===== config.mk =====
export PLATFORM = sky130hd
export DESIGN_NAME = baud_tick_gen
export DESIGN_NICKNAME = d
export VERILOG_FILES = /design/src/rtl/baudgen_pkg.sv /design/src/rtl/bg_prescaler.sv /design/src/rtl/bg_fracmod.sv /design/src/rtl/bg_mstimer.sv /design/src/rtl/baud_tick_gen.sv
export SDC_FILE = /design/constraint.sdc
export NUM_CORES = 1
export LEC_CHECK = 0
export ABC_AREA = 1
export BUFFER_PORTS_ARGS = -buffer_cell sky130_fd_sc_hd__buf_2
export CAP_MARGIN = 20
export CORE_MARGIN = 2
export CORE_UTILIZATION = 30
export CTS_CLUSTER_SIZE = 10
export DETAILED_ROUTE_END_ITERATION = 10
export PLACE_DENSITY = 0.56
export SYNTH_ARGS = -nofsm -noshare
export SYNTH_HDL_FRONTEND = slang
export SYNTH_SLANG_ARGS = --single-unit

===== constraint.sdc =====
create_clock -name clk -period 12.2 [get_ports clk]
set_input_delay 1.22 -clock clk [delete_from_list [all_inputs] [get_ports clk]]
set_output_delay 1.22 -clock clk [all_outputs]
set_load 0.05 [all_outputs]

===== src/rtl/baudgen_pkg.sv =====
package baudgen_pkg;

    typedef enum logic [1:0] {
        GEN_IDLE   = 2'd0,
        GEN_RUN    = 2'd1,
        GEN_RELOAD = 2'd2
    } gen_state_e;

    localparam int PRESCALE_CODE_W = 3;

    // Code 6 selects the largest ratio, code 7 aliases code 5, the rest count down from 6.
    function automatic logic [PRESCALE_CODE_W-1:0] prescale_ratio(
        input logic [PRESCALE_CODE_W-1:0] code
    );
        logic [PRESCALE_CODE_W-1:0] r;
        unique case (code)
            3'd6:    r = 3'd7;
            3'd7:    r = 3'd1;
            default: r = 3'd6 - code;
        endcase
        return r;
    endfunction

endpackage


===== src/rtl/bg_prescaler.sv =====
module bg_prescaler
    import baudgen_pkg::*;
(
    input  logic                       clk,
    input  logic                       rst_n,
    input  logic                       run,
    input  logic                       clr,
    input  logic [PRESCALE_CODE_W-1:0] code,
    output logic                       ref_en
);

    logic [PRESCALE_CODE_W-1:0] cnt_q;
    logic [PRESCALE_CODE_W-1:0] ratio;
    logic                       at_end;

    assign ratio  = prescale_ratio(code);
    assign at_end = (cnt_q >= ratio - 3'd1);
    assign ref_en = run & at_end;

    always_ff @(posedge clk or negedge rst_n) begin
        if (!rst_n) begin
            cnt_q <= '0;
        end else if (clr) begin
            cnt_q <= '0;
        end else if (run) begin
            cnt_q <= at_end ? '0 : cnt_q + 3'd1;
        end
    end

endmodule


===== src/rtl/bg_fracmod.sv =====
module bg_fracmod #(
    parameter int RATE_W = 16,
    parameter int OVS    = 16
) (
    input  logic              clk,
    input  logic              rst_n,
    input  logic              clr,
    input  logic              ref_en,
    input  logic [RATE_W-1:0] incr,
    input  logic [RATE_W-1:0] modu,
    output logic              tick,
    output logic              sub_tick
);

    localparam int ACC_W = RATE_W + 1;
    localparam int SUM_W = RATE_W + 2;
    localparam int OVS_W = (OVS > 2) ? $clog2(OVS) : 1;

    logic [ACC_W-1:0] step, span, acc_q;
    logic [SUM_W-1:0] sum, rem;
    logic             wrap;
    logic [OVS_W-1:0] ovs_q;
    logic             ovs_last;
    logic             tick_q, sub_q;

    assign step     = ACC_W'(incr) + ACC_W'(1);
    assign span     = ACC_W'(modu) + ACC_W'(1);
    assign sum      = SUM_W'(acc_q) + SUM_W'(step);
    assign wrap     = (sum >= SUM_W'(span));
    assign rem      = sum - SUM_W'(span);
    assign ovs_last = (ovs_q == OVS_W'(OVS - 1));

    always_ff @(posedge clk or negedge rst_n) begin
        if (!rst_n) begin
            acc_q <= '0;
        end else if (clr) begin
            acc_q <= '0;
        end else if (ref_en) begin
            if (wrap) begin
                // a residue still at or above the span means step >= span: restart so every strobe wraps
                acc_q <= (rem >= SUM_W'(span)) ? '0 : rem[ACC_W-1:0];
            end else begin
                acc_q <= sum[ACC_W-1:0];
            end
        end
    end

    always_ff @(posedge clk or negedge rst_n) begin
        if (!rst_n) begin
            ovs_q <= '0;
        end else if (clr) begin
            ovs_q <= '0;
        end else if (ref_en && wrap) begin
            ovs_q <= ovs_last ? '0 : ovs_q + OVS_W'(1);
        end
    end

    always_ff @(posedge clk or negedge rst_n) begin
        if (!rst_n) begin
            tick_q <= 1'b0;
            sub_q  <= 1'b0;
        end else begin
            tick_q <= ref_en & wrap;
            sub_q  <= ref_en & wrap & ovs_last;
        end
    end

    assign tick     = tick_q;
    assign sub_tick = sub_q;

endmodule


===== src/rtl/bg_mstimer.sv =====
module bg_mstimer #(
    parameter int MS_W = 16
) (
    input  logic            clk,
    input  logic            rst_n,
    input  logic            clr,
    input  logic            ref_en,
    input  logic [MS_W-1:0] limit,
    output logic            ms_tick
);

    logic [MS_W-1:0] cnt_q;
    logic [MS_W-1:0] lim;
    logic            hit;
    logic            ms_q;

    assign lim = (limit == '0) ? MS_W'(1) : limit;
    assign hit = (cnt_q >= lim - MS_W'(1));

    always_ff @(posedge clk or negedge rst_n) begin
        if (!rst_n) begin
            cnt_q <= '0;
            ms_q  <= 1'b0;
        end else begin
            ms_q <= ref_en & hit;
            if (clr) begin
                cnt_q <= '0;
            end else if (ref_en) begin
                cnt_q <= hit ? '0 : cnt_q + MS_W'(1);
            end
        end
    end

    assign ms_tick = ms_q;

endmodule


===== src/rtl/baud_tick_gen.sv =====
module baud_tick_gen
    import baudgen_pkg::*;
#(
    parameter int RATE_W  = 16,
    parameter int CTRL_W  = 16,
    parameter int DIV_LSB = 7,
    parameter int MS_W    = 16,
    parameter int OVS     = 16
) (
    input  logic              clk,
    input  logic              rst_n,
    input  logic              en,
    input  logic              rate_load,
    input  logic [CTRL_W-1:0] ctrl_word,
    input  logic [RATE_W-1:0] incr_val,
    input  logic [RATE_W-1:0] mod_val,
    input  logic [MS_W-1:0]   ms_val,
    output logic              tick16,
    output logic              bit_tick,
    output logic              ms_tick
);

    localparam int DIV_MSB = DIV_LSB + PRESCALE_CODE_W - 1;

    gen_state_e state_q, state_d;
    logic       run, clr;
    logic       ref_en;
    logic [PRESCALE_CODE_W-1:0] div_code;
    logic       ctrl_unused;

    assign div_code    = ctrl_word[DIV_MSB:DIV_LSB];
    assign ctrl_unused = ^{ctrl_word[CTRL_W-1:DIV_MSB+1], ctrl_word[DIV_LSB-1:0]};

    // state register
    always_ff @(posedge clk or negedge rst_n) begin
        if (!rst_n) begin
            state_q <= GEN_IDLE;
        end else begin
            state_q <= state_d;
        end
    end

    // next-state logic
    always_comb begin
        state_d = state_q;
        unique case (state_q)
            GEN_IDLE: begin
                if (en) state_d = GEN_RUN;
            end
            GEN_RUN: begin
                if (!en)           state_d = GEN_IDLE;
                else if (rate_load) state_d = GEN_RELOAD;
            end
            GEN_RELOAD: begin
                if (!en)           state_d = GEN_IDLE;
                else if (!rate_load) state_d = GEN_RUN;
            end
            default: state_d = GEN_IDLE;
        endcase
    end

    // state outputs: a load cycle freezes counting, idle and reload clear
    always_comb begin
        run = 1'b0;
        clr = 1'b1;
        unique case (state_q)
            GEN_IDLE: begin
                run = 1'b0;
                clr = 1'b1;
            end
            GEN_RUN: begin
                run = ~rate_load;
                clr = 1'b0;
            end
            GEN_RELOAD: begin
                run = 1'b0;
                clr = 1'b1;
            end
            default: begin
                run = 1'b0;
                clr = 1'b1;
            end
        endcase
    end

    bg_prescaler u_pre (
        .clk    (clk),
        .rst_n  (rst_n),
        .run    (run),
        .clr    (clr),
        .code   (div_code),
        .ref_en (ref_en)
    );

    bg_fracmod #(
        .RATE_W (RATE_W),
        .OVS    (OVS)
    ) u_frac (
        .clk      (clk),
        .rst_n    (rst_n),
        .clr      (clr),
        .ref_en   (ref_en),
        .incr     (incr_val),
        .modu     (mod_val),
        .tick     (tick16),
        .sub_tick (bit_tick)
    );

    bg_mstimer #(
        .MS_W (MS_W)
    ) u_ms (
        .clk     (clk),
        .rst_n   (rst_n),
        .clr     (clr),
        .ref_en  (ref_en),
        .limit   (ms_val),
        .ms_tick (ms_tick)
    );

endmodule


## After elaboration in Yosys (flattened, before gate mapping)

Cells that the tools add are included.

| storage, ports and cells | value |
|---|---|
| register bits after elaboration | 45 |
| bits in latches | 0 |
| bits in writable memories | 0 |
| bits in read-only memories | 0 |
| input port bits | 68 |
| output and inout port bits | 3 |
| word-level logic and storage cells | 64 |
| memories | 0 |

| cells by class | value |
|---|---|
| $add $sub $neg | 10 |
| $mul | 0 |
| div/mod/pow operators | 0 |
| $lt $le $gt $ge | 4 |
| equal/unequal tests | 11 |
| shift-type cells | 0 |
| multiplexer cells | 22 |
| bitwise logic cells | 5 |
| reductions and logical operators | 4 |

Operator list:

| kind | number |
|---|---|
| 17-bit 2-to-1 mux | 4 |
| 16-bit 2-to-1 mux | 4 |
| 18-bit by 17-bit >= comparator with 1-bit output | 2 |
| 16-bit by 1-bit adder with 17-bit output (second input constant) | 2 |
| 17-bit by 17-bit adder with 18-bit output | 1 |
| 18-bit by 17-bit subtractor with 18-bit output | 1 |
| 16-bit by 1-bit adder with 16-bit output (second input constant) | 1 |
| 16-bit >= comparator | 1 |
| 16-bit zero test | 1 |
| 16-bit by 1-bit subtractor with 16-bit output (second input constant) | 1 |
| 4-bit 2-to-1 mux | 3 |
| 2-bit 2-to-1 mux | 5 |
| 3-bit 2-to-1 mux | 3 |
| 3-bit == test (second input constant) | 2 |
| 2-bit by 1-bit != test with 1-bit output (second input constant) | 3 |
| 3-bit != test (second input constant) | 2 |
| 2-bit one-hot mux with 3 select lines | 1 |
| 3-bit one-hot mux with 2 select lines | 1 |
| 4-bit by 1-bit adder with 4-bit output (second input constant) | 1 |
| 1-bit AND | 4 |
| 4-bit == test (second input constant) | 1 |
| 3-bit by 1-bit adder with 3-bit output (second input constant) | 1 |
| 3-bit >= comparator | 1 |
| 3-bit AND reduction | 1 |
| 9 further kinds | 9 |

## Logic depth before layout (Yosys ltp)

Gate-level depths: netlist of the first run.

| logic depth | value |
|---|---|
| word-level depth | 8 |
| gate-level depth with buffers | 37 |
| depth with buffers taken out | 36 |

## Modules after synthesis

Synthesis of the first run repeated with hierarchy kept, for this count alone.

| unflattened totals | value |
|---|---|
| cells, all modules | 881 |
| area total of the unflattened synthesis | 5965.7 µm² |

Modules (own cells, without submodules):

| module | instances | cells an instance | area an instance (µm²) | sequential area each (µm²) |
|---|---|---|---|---|
| bg_fracmod | 1 | 598 | 3860.0 | 575.6 |
| bg_mstimer | 1 | 228 | 1695.4 | 425.4 |
| bg_prescaler | 1 | 40 | 297.8 | 75.1 |
| baud_tick_gen | 1 | 15 | 112.6 | 50.0 |

## Worst setup path after synthesis of the first run

No wires, ideal clock.

| timing | value |
|---|---|
| kind | input-to-reg |
| start point | in incr_val[0] |
| end point | reg u_frac.acc_q[15] |
| setup time | 0.065 ns |
| arrival | 4.934 ns |
| data required time | 12.135 ns |
| path slack | 7.201 ns |
| stages | 36 |
| path buffers | 1 |
| path through | inv_1 -> ha_1 -> inv_1 -> fa_1 -> nand3_1 -> nand2_1 -> nand4_1 -> nand3_1 -> nand2_1 -> nand2_1 -> nand2_1 -> nand2_1 -> nand2_1 -> nand2_1 -> ha_1 -> nand2_1 -> inv_1 -> nand2_1 -> nand2_1 -> nor2_1 -> o21ai_0 -> a21oi_1 -> xnor2_1 -> ha_1 -> nand2_1 -> inv_1 -> nand2_1 -> nor2_1 -> a21boi_0 -> nand2_1 -> nand2_1 -> nand2_1 -> nor2_8 -> buf_8 -> nand3_2 -> nand2_1 |

| between the ends | value |
|---|---|
| cells in the longest elaborated chain, start to end | 8 |
| elaborated cells between the ends (all ways) | 9 |
| classes of those cells | add/sub (3); order compare (2); mux (4) |

RTL lines:

| what | RTL line | RTL |
|---|---|---|
| start: declaration | baud_tick_gen.sv:15 | `input logic [RATE_W-1:0] incr_val,` |
| 16-bit by 1-bit adder with 17-bit output (*) | bg_fracmod.sv:26 | `assign step = ACC_W'(incr) + ACC_W'(1);` |
| 17-bit by 17-bit adder with 18-bit output (*) | bg_fracmod.sv:28 | `assign sum = SUM_W'(acc_q) + SUM_W'(step);` |
| 18-bit by 17-bit subtractor with 18-bit output | bg_fracmod.sv:30 | `assign rem = sum - SUM_W'(span);` |
| 18-bit by 17-bit >= comparator with 1-bit output | bg_fracmod.sv:41 | `acc_q <= (rem >= SUM_W'(span)) ? '0 : rem[ACC_W-1:0];` |
| 17-bit 2-to-1 mux | bg_fracmod.sv:41 |  |
| 17-bit 2-to-1 mux (*) | bg_fracmod.sv:39 | `if (wrap) begin` |
| 17-bit 2-to-1 mux (*) | bg_fracmod.sv:38 | `end else if (ref_en) begin` |
| 17-bit 2-to-1 mux (*) | bg_fracmod.sv:36 | `end else if (clr) begin` |
| end signal: assignment | bg_fracmod.sv:41 |  |
| end signal: assignment | bg_fracmod.sv:43 | `acc_q <= sum[ACC_W-1:0];` |
| end: declaration | bg_fracmod.sv:19 | `logic [ACC_W-1:0] step, span, acc_q;` |

Mark *: on every way between the ends. The rest lies on a longest branch, timed or not. The select of a mux whose other input is x is not followed.
A chain may end at the register's enable or synchronous reset.

## Final worst setup path of the first run

| timing | value |
|---|---|
| start point | in incr_val[0] |
| end point | reg u_frac.acc_q[1] |

Same word-level chain as after synthesis.

==> results_dict.tcl, run 1 <==
set metrics [dict create \
    run_status "complete, no violations" \
    dieHeight_um 141.0 \
    rsz_0062_raised_after_global_routing "no" \
    holdWs_ns 0.4880 \
    number_of_remaining_drc_errors 0 \
    drt_iter0_markers 186 \
    antenna_violating_nets_post_route 0 \
    drive_gt1_frac 0.1267 \
    synth.cells.most_frequent "nand2_1 (219), inv_1 (95), ha_1 (78)" \
    cpMaxStageDelayCell "fa_1" \
    drt-pass1-iter-count 5 \
    required_ns 12.43 \
    relSlewSlack 0.6035 \
    antenna_found_initial 0 \
    worstPathArrival_ns 5.80 \
    multiInputGateArea_mm2 0.004046 \
    drt-vias-per-instance 4.741 \
    areaGrowthSynthToFinish_pct 11.96 \
    gpl.final_weighted_congestion 0.8764 \
    fp.dieW_um 141.0 \
    postSynthAreaPerCell_um2 6.883 \
    fin_crit_ns 5.573 \
    timing.reg2reg.setup_slack_ns 7.28 \
    synthArstFlopShare 1.000 \
    final-seq-area_mm2 0.001126 \
    port-buffer-count 57 \
    setup_viol_count_final 0 \
    timing.critical_path.fanout_max 15 \
    slew_viol_final 0 \
    clock_tree_from_tritoncts "done" \
    row_count 50 \
    dp_hpwl_um 11280 \
    route.final.wire_length_um 13490 \
    tightestPinTransition_ns 0.5948 \
    hold_path.class "reg2reg" \
    ys_seq_area_frac 0.2000 \
    number_of_buffers_inserted_during_clock_tree_synthesis 5 \
    timing.hold.worst_path_depth 2 \
    cell_with_the_most_instances_on_the_worst_path "nand2_1" \
    irDropWorstVdd_uv 53.80 \
    synth-warning-count 0 \
    netlist-cell-type-count 46 \
    synth_largest_area_cell "dfrtp_1" \
    final_setup_skew_ns 0.006518 \
    max-clock-path-buffers 2 \
    depth_of_the_worst_register_to_register_path 33 \
    netlist_top_cells_area "dfrtp_1 (20%), ha_1 (17%), nand2_1 (15%), inv_1 (6.3%), nand3_1 (5.5%)" \
    globalRoute.totalOverflow 0 \
    synth_fp_nets 966 \
    grt_max_degree 46 \
    clock-sinks 45 \
    total_grt_usage 0.1384 \
    clk_root_buffer_cell "clkbuf_16" \
    pin_count 71 \
    worst_hold_startpoint "u_frac.acc_q[14]" \
    postCtsResizedCells 0 \
    detailroute.via_count 5263 \
    dp.cells 1102 \
    clkTransAtPathRegs_ns 0.07 \
    number_of_instances_in_the_synthesized_netlist 818 \
    synth_ff_type "dfrtp_1" \
    min_delay_worst_endpoint "u_frac.acc_q[14]" \
    reg2reg_from "u_frac.acc_q[0]" \
    fin_nets 1023 \
    power_per_cell_area_mw_per_mm2 105.3 \
    timing.max_cap.violations 0 \
    htree_num_levels 2 \
    count_of_flip_flops_with_a_built_in_enable_after_synthesis 0 \
    grt_pass1_vias 4968 \
    initial_core_util 0.3030 \
    synthMostInstantiatedCell "nand2_1" \
    global_route_wire_length_before_repair_um 22780 \
    non_filler_instance_count_after_layout 1110 \
    routed_wire_length_per_instance_um 12.15 \
    totalNegativeSetupSlack_ns 0 \
    num_antenna_cells 0 \
    path_class "in2reg" \
    worstSkewPairLatency_ns 0.29 \
    holdBufCountCts 0 \
    die_footprint_mm2 0.01988 \
    report.power.total_uw 663.6 \
    core_area_mm2 0.01858 \
    cts_setup_buffers 0 \
    end_kind "flip-flop" \
    yosysTopAreaCellShare 0.2000 \
    achievable_clock_frequency_mhz 179.4 \
    hold_violations 0 \
    netlist_area_mm2 0.005630 \
    cp_max_stage_delay_ns 0.42 \
    synth-seq-cells 45 \
    r2r_end "u_frac.acc_q[1]" \
    p_leak_nw 3.286 \
    post-route-period-util 0.4568 \
    layout.filler_cells 2002 \
    crit_path_start_kind "input pin" \
]
-- worst max-delay path by stage --
stage | from | end | slack [ns] | cells past startpoint
floorplan | incr_val[0] | u_frac.acc_q[15] | 7.20 | 36
global placement | incr_val[0] | u_frac.acc_q[1] | 6.34 | 34
detailed placement | incr_val[0] | u_frac.acc_q[1] | 6.30 | 34
CTS | incr_val[0] | u_frac.acc_q[1] | 6.61 | 34
global route | incr_val[0] | u_frac.acc_q[3] | 6.12 | 31
finish | incr_val[0] | u_frac.acc_q[1] | 6.63 | 34
-- routing by layer --
layer / wire length [um] / GRT usage / vias up / part of all wire
met1: 6955 / 0.1948 / 2342 / 0.52
met4: 225 / 0.03579 / 0 / 0.017
met2: 5982 / 0.2313 / 73 / 0.44
met5: 0 / 0 / - / 0
met3: 324 / 0.008832 / 12 / 0.024
li1: - / - / 2836 / -
-- cell usage in the layout (no fill, tap or decap), types with 2 or more instances in the layout --
master and instances:
nand4_1 15, a31oi_1 2, nand2_1 219, nand3b_1 3, o32ai_1 2, xnor2_1 23
inv_2 5, inv_6 2, o22ai_1 7, a32o_1 2, inv_1 95, or2_2 3
nor2_1 63, nor2_2 5, xor2_1 33, nand2_2 6, nand3_2 18, nor3_1 10
o31ai_1 3, a21boi_0 3, nand3_1 62, clkbuf_16 5, o21ai_1 2, buf_4 2
o21ai_0 29, ha_1 78, dfrtp_1 45, buf_2 57, nor4_1 3, nor2_4 2
fa_1 2, a21o_1 5, a21oi_1 49, o211ai_1 4
-- critical path, delay by kind of cell --
family	cells	cell delay, ns
AO/OA/AOI/OAI	3	0.59
XOR/XNOR	1	0.32
adder cells (fa/ha/maj)	4	1.25
buffers and inverters	5	0.35
AND/OR/NAND/NOR	21	2.04
-- power by group --
group / switching, mW / internal, mW
logic: 0.236 / 0.128
registers: 0.00417 / 0.155
clock network: 0.0635 / 0.0771
total: 0.303 / 0.360
-- per-stage QoR --
stage | utilization | setup WS (ns) | cell area, um^2
floorplan | - | 7.201 | 5630
global placement | 0.3312 | 6.339 | 6153
detailed placement | 0.3312 | 6.304 | 6153
CTS | 0.3393 | 6.610 | 6304
global route | 0.3393 | 6.123 | 6304
finish | 0.3393 | 6.627 | 6304
-- state kept, by name (all words and copies together) (netlist names) --
signal / flops
u_frac.acc_q: 17
u_ms.cnt_q: 16
u_frac.ovs_q: 4
u_pre.cnt_q: 3
state_q: 2
u_frac.sub_tick: 1
u_frac.tick: 1
u_ms.ms_tick: 1
-- cell type report --
type	instances	share of cell area
clock inverter	3	0.003970
multi-input combinational	662	0.6419
clock buffer	5	0.01985
timing repair buffer	59	0.04764
sequential	45	0.1786
inverter	102	0.06153
tap	234	0.04645
-- kinds of logic after synthesis --
group / count (synthesis) / share of synthesized area
compound gates: 114 / 0.1162
fa+ha+maj: 80 / 0.1804
xor+xnor: 56 / 0.08711
flops: 45 / 0.2000
buf+inv: 111 / 0.08133
simple gates: 412 / 0.3349
(Power assumes the default switching activity.)
==> run 2: changes to the inputs <==
Clock period 12.2 ns to 5.2 ns, I/O delays scaled along.
==> run 2 against run 1 <==
Cell count up 0.45%. Sequential power up 140%. Design area is 1.5% higher. Flip-flop and latch count unchanged. Core utilization increased by 0.51 points.
==> results_dict.tcl, run 2 (synthesis results as in run 1) <==
set metrics [dict create \
    initial_core_util 0.3030 \
    detailroute.via_count 5247 \
    net_switching_power_of_the_design_uw 739.7 \
    multiInputGateArea_mm2 0.004098 \
    totalNegativeSetupSlack_ns 0 \
    clk_root_buffer_cell "clkbuf_16" \
    pwr-share-seq 0.231 \
    total_grt_usage 0.1371 \
    end_kind "flip-flop" \
    top_flop_regs "u_frac.acc_q (17), u_ms.cnt_q (16), u_frac.ovs_q (4)" \
    drive_gt1_frac 0.1385 \
    tightestPinTransition_ns 0.5306 \
    drt-pass1-iter-count 4 \
    port-buffer-count 57 \
    crit_path_start_kind "flip-flop" \
    buffers_and_inverters_on_the_worst_path 4 \
    antenna_violating_nets_post_route 0 \
    regMostFlops "u_frac.acc_q" \
    routed_wire_length_per_instance_um 12.23 \
    relSlewSlack 0.6452 \
    cp_max_stage_delay_ns 0.42 \
    irDropWorstVdd_uv 109.4 \
    cpLargestDelayFamily "simple AND/OR/NAND/NOR gates" \
    hold_violations 0 \
    layout.filler_cells 2025 \
    fp.dieW_um 141.0 \
    power_per_cell_area_mw_per_mm2 252.6 \
    slew_viol_final 0 \
    post-place-ws_ns 0.04207 \
    route.final.wire_length_um 13640 \
    final_common_cell "nand2_1" \
    global_route_wire_length_before_repair_um 22510 \
    clkTransAtPathRegs_ns 0.07 \
    row_count 50 \
    clock_tree_from_tritoncts "done" \
    worstPathArrival_ns 5.03 \
    globalRoute.totalOverflow 0 \
    achievable_clock_frequency_mhz 208.4 \
    antenna_found_initial 0 \
    worstSkewPairLatency_ns 0.30 \
    timing.max_cap.violations 0 \
    grt_pass1_vias 4873 \
    number_of_buffers_inserted_during_clock_tree_synthesis 5 \
    post-route-worst-setup-slack_ns 0.4013 \
    cell_with_the_most_instances_on_the_worst_path "nand2_1" \
    fin_util 0.3443 \
    dp_hpwl_um 11280 \
    comb_power_share 0.563 \
    path_class "reg2reg" \
    p_leak_nw 3.321 \
    number_of_remaining_drc_errors 0 \
    timing.critical_path.fanout_max 7 \
    final-seq-area_mm2 0.001126 \
    required_ns 5.43 \
    pin_count 71 \
    setup_viol_count_final 0 \
    final_setup_skew_ns 0.008596 \
    largest_register_ffs 17 \
    drt-vias-per-instance 4.706 \
    post-route-period-util 0.9228 \
    fin_crit_ns 4.799 \
    core_area_mm2 0.01858 \
    run_status "complete, no violations" \
    hold_path.class "in2async" \
    drt_iter0_markers 169 \
    report.power.total_mw 1.616 \
    pwr-share-clk 0.205 \
    int_pwr_uw 876.1 \
    die_footprint_mm2 0.01988 \
    cpMaxStageDelayCell "fa_1" \
    clock-sinks 45 \
    holdBufCountCts 0 \
    holdWs_ns 0.05547 \
    areaGrowthSynthToFinish_pct 13.62 \
    max-clock-path-buffers 2 \
    fin_nets 1028 \
    num_antenna_cells 0 \
    swShare 0.4578 \
    grt_max_degree 46 \
    mostFrequentLayoutCells "nand2_1 (218), inv_1 (95), ha_1 (77)" \
    dieHeight_um 141.0 \
    gpl.final_weighted_congestion 0.8699 \
    htree_num_levels 2 \
]
-- run 2: final timing paths --
kind / from / to / slack, ns / cells past startpoint
setup / recovery: u_frac.acc_q[0] / u_frac.acc_q[10] / 0.40 / 35
hold / removal: rst_n / u_frac.acc_q[0] / 0.06 / 1
setup reg to reg: u_frac.acc_q[0] / u_frac.acc_q[10] / 0.40 / 35
hold reg to reg: u_frac.acc_q[14] / u_frac.acc_q[14] / 0.50 / 2
max in group asynchronous: rst_n / u_ms.cnt_q[12] / 4.68 / 2
min in group clk: u_frac.acc_q[14] / u_frac.acc_q[14] / 0.50 / 2
-- run 2: what timing repair did --
item | CTS | global route
setup buffers | 0 | 2
resized for setup | 0 | 7
setup endpoints to repair | 0 | 15
-- run 2: stage by stage --
step | cell area [um^2] | cells
floorplan | 5630 | 818
global placement | 6161 | 1103
detailed placement | 6161 | 1103
CTS | 6311 | 1111
global route | 6397 | 1115
finish | 6397 | 1115
-- run 2: layout make-up --
class	count	share of cell area
clock buffer	5	0.01956
multi-input combinational	663	0.6405
clock inverter	3	0.003912
tap	234	0.04577
inverter	102	0.06063
sequential	45	0.1760
timing repair buffer	63	0.05359
-- run 2: metal layers --
| metal | share of wire | GRT usage |
|---|---|---|
| met4 | 0.014 | 0.03316 |
| met1 | 0.52 | 0.1963 |
| met3 | 0.021 | 0.009171 |
| met5 | 0 | 0 |
| met2 | 0.45 | 0.2259 |
-- run 2: worst reg2reg max path: cells and delay by family, from the launching register on --
kind	cells	cell delay (ns)
compound gates	3	0.40
xor+xnor	1	0.28
flops	1	0.38
simple gates	23	2.23
fa+ha+maj	4	1.18
buf+inv	4	0.26
-- run 2: power groups by stage --
| stage | Combinational, mW | Clock (mW) | Sequential, mW |
|---|---|---|---|
| after global routing | 1.04 | 0.354 | 0.376 |
| after global placement | 0.862 | 0 | 0.380 |
| after CTS | 0.870 | 0.341 | 0.374 |
| final | 0.910 | 0.332 | 0.374 |
| after detailed placement | 0.865 | 0 | 0.381 |
| after floorplan | 0.653 | 0 | 0.379 |
==> run 3: changes to the inputs <==
Settings changed: SLEW_MARGIN set to 20.
Clock period 5.2 ns to 5.95 ns, I/O delays scaled along.
==> run 3 against run 2 <==
Sequential share of layout area increased by 0.29 points. Largest power group unchanged. First-iteration DRC count increased by 20%. Global-route usage increased by 0.28 points. Die area unchanged. Routed wire length decreased by 1.5%. Largest cell class unchanged. Flip-flop and latch count unchanged. Total power decreased by 16%. Critical path depth decreased by 1. Highest routed layer unchanged. Worst setup slack improved by 0.64 ns.
==> results_dict.tcl, run 3 (synthesis results as in run 1) <==
set metrics [dict create \
    cts_setup_buffers 0 \
    postCtsResizedCells 0 \
    rsz_0062_raised_after_global_routing "no" \
    detailroute.via_count 5260 \
    holdWs_ns 0.2849 \
    worstSkewPairLatency_ns 0.29 \
    worstPathArrival_ns 5.13 \
    crit_path_start_kind "input pin" \
    irDropWorstVdd_uv 116.2 \
    fp.dieW_um 141.0 \
    antenna_violating_nets_post_route 0 \
    grt_max_degree 46 \
    cell_with_the_most_instances_on_the_worst_path "nand2_1" \
    clock_tree_from_tritoncts "done" \
    cpMaxStageDelayCell "fa_1" \
    path_class "in2reg" \
    dieHeight_um 141.0 \
    hold_violations 0 \
    report.power.total_mw 1.354 \
    gpl.final_weighted_congestion 0.8790 \
    end_kind "flip-flop" \
    run_status "complete, no violations" \
    drt-vias-per-instance 4.743 \
    antenna_found_initial 0 \
    timing.critical_path.fanout_max 15 \
    cp_max_stage_delay_ns 0.42 \
    totalNegativeSetupSlack_ns 0 \
    total_grt_usage 0.1399 \
    setup_viol_count_final 0 \
    relSlewSlack 0.6016 \
    final_setup_skew_ns 0.007020 \
    drive_gt1_frac 0.1257 \
    fin_crit_ns 4.905 \
    clk_root_buffer_cell "clkbuf_16" \
    largest_register_ffs 17 \
    die_footprint_mm2 0.01988 \
    slew_viol_final 0 \
    dp_hpwl_um 11400 \
    initial_core_util 0.3030 \
    fin_nets 1022 \
    clkTransAtPathRegs_ns 0.06 \
    areaGrowthSynthToFinish_pct 11.80 \
    p_leak_nw 3.282 \
    required_ns 6.18 \
    regMostFlops "u_frac.acc_q" \
    drt_iter0_markers 203 \
    row_count 50 \
    clock-sinks 45 \
    number_of_buffers_inserted_during_clock_tree_synthesis 5 \
    achievable_clock_frequency_mhz 203.9 \
    pin_count 71 \
    grt_pass1_vias 5002 \
    port-buffer-count 57 \
    core_area_mm2 0.01858 \
    post-route-period-util 0.8243 \
    global_route_wire_length_before_repair_um 22910 \
    hold_path.class "in2async" \
    num_antenna_cells 0 \
    top_flop_regs "u_frac.acc_q (17), u_ms.cnt_q (16), u_frac.ovs_q (4)" \
    globalRoute.totalOverflow 0 \
    max-clock-path-buffers 2 \
    mostFrequentLayoutCells "nand2_1 (219), inv_1 (95), ha_1 (78)" \
    tightestPinTransition_ns 0.5976 \
    routed_wire_length_per_instance_um 12.12 \
    number_of_remaining_drc_errors 0 \
    htree_num_levels 2 \
    timing.max_cap.violations 0 \
    route.final.wire_length_um 13440 \
    power_per_cell_area_mw_per_mm2 215.1 \
    final_common_cell "nand2_1" \
    drt-pass1-iter-count 4 \
    holdBufCountCts 0 \
]
[run 3: worst max-delay path: cells and delay by family]
family                     cells  cell delay (ns)
xor gates and xnor gates       1             0.28
and+or+nand+nor               21             2.06
AOI/OAI and AO/OA              3             0.60
buffers and inverters          5             0.35
adders and majority gates      4             1.26
[run 3: worst paths after layout]
kind | to | start | cells past startpoint | slack [ns]
min in group clk | u_frac.acc_q[12] | u_frac.acc_q[12] | 2 | 0.49
max in group asynchronous | u_ms.cnt_q[15] | rst_n | 1 | 5.23
max reg2reg | u_frac.acc_q[1] | u_frac.acc_q[0] | 33 | 1.07
max | u_frac.acc_q[1] | incr_val[0] | 34 | 1.05
min | u_frac.acc_q[0] | rst_n | 1 | 0.28
min reg2reg | u_frac.acc_q[12] | u_frac.acc_q[12] | 2 | 0.49
[run 3: power by group]
part	total (mW)	internal, mW	switching, mW
Sequential	0.327	0.318	0.00844
Clock	0.284	0.157	0.128
Combinational	0.743	0.262	0.481
[run 3: final cells by class]
class                      count  area, um^2
timing repair buffer          58       295.3
sequential                    45        1126
clock buffer                   5       125.1
clock inverter                 3       21.27
tap                          234       292.8
inverter                     102       387.9
multi-input combinational    662        4046
fill                        2042       12290
[run 3: stage by stage]
step             util  worst slack [ns]  instance area [um^2]  instances
4_1_cts        0.3387            0.9980                  6292       1109
3_5_place_dp   0.3308            0.6989                  6146       1101
6_report       0.3388             1.045                  6295       1109
3_3_place_gp   0.3308            0.7340                  6146       1101
5_1_grt        0.3388            0.4162                  6295       1109
2_1_floorplan       -             1.576                  5630        818
[run 3: per-layer routing]
layer  GRT usage  up-vias  part of all wire  wire length, um
met1      0.1941     2353              0.52             6942
met4     0.03579        0             0.014              192
met2      0.2372       62              0.45             6045
met3    0.009511        9             0.019              258
li1            -     2836                 -                -
met5           0        -                 0                0
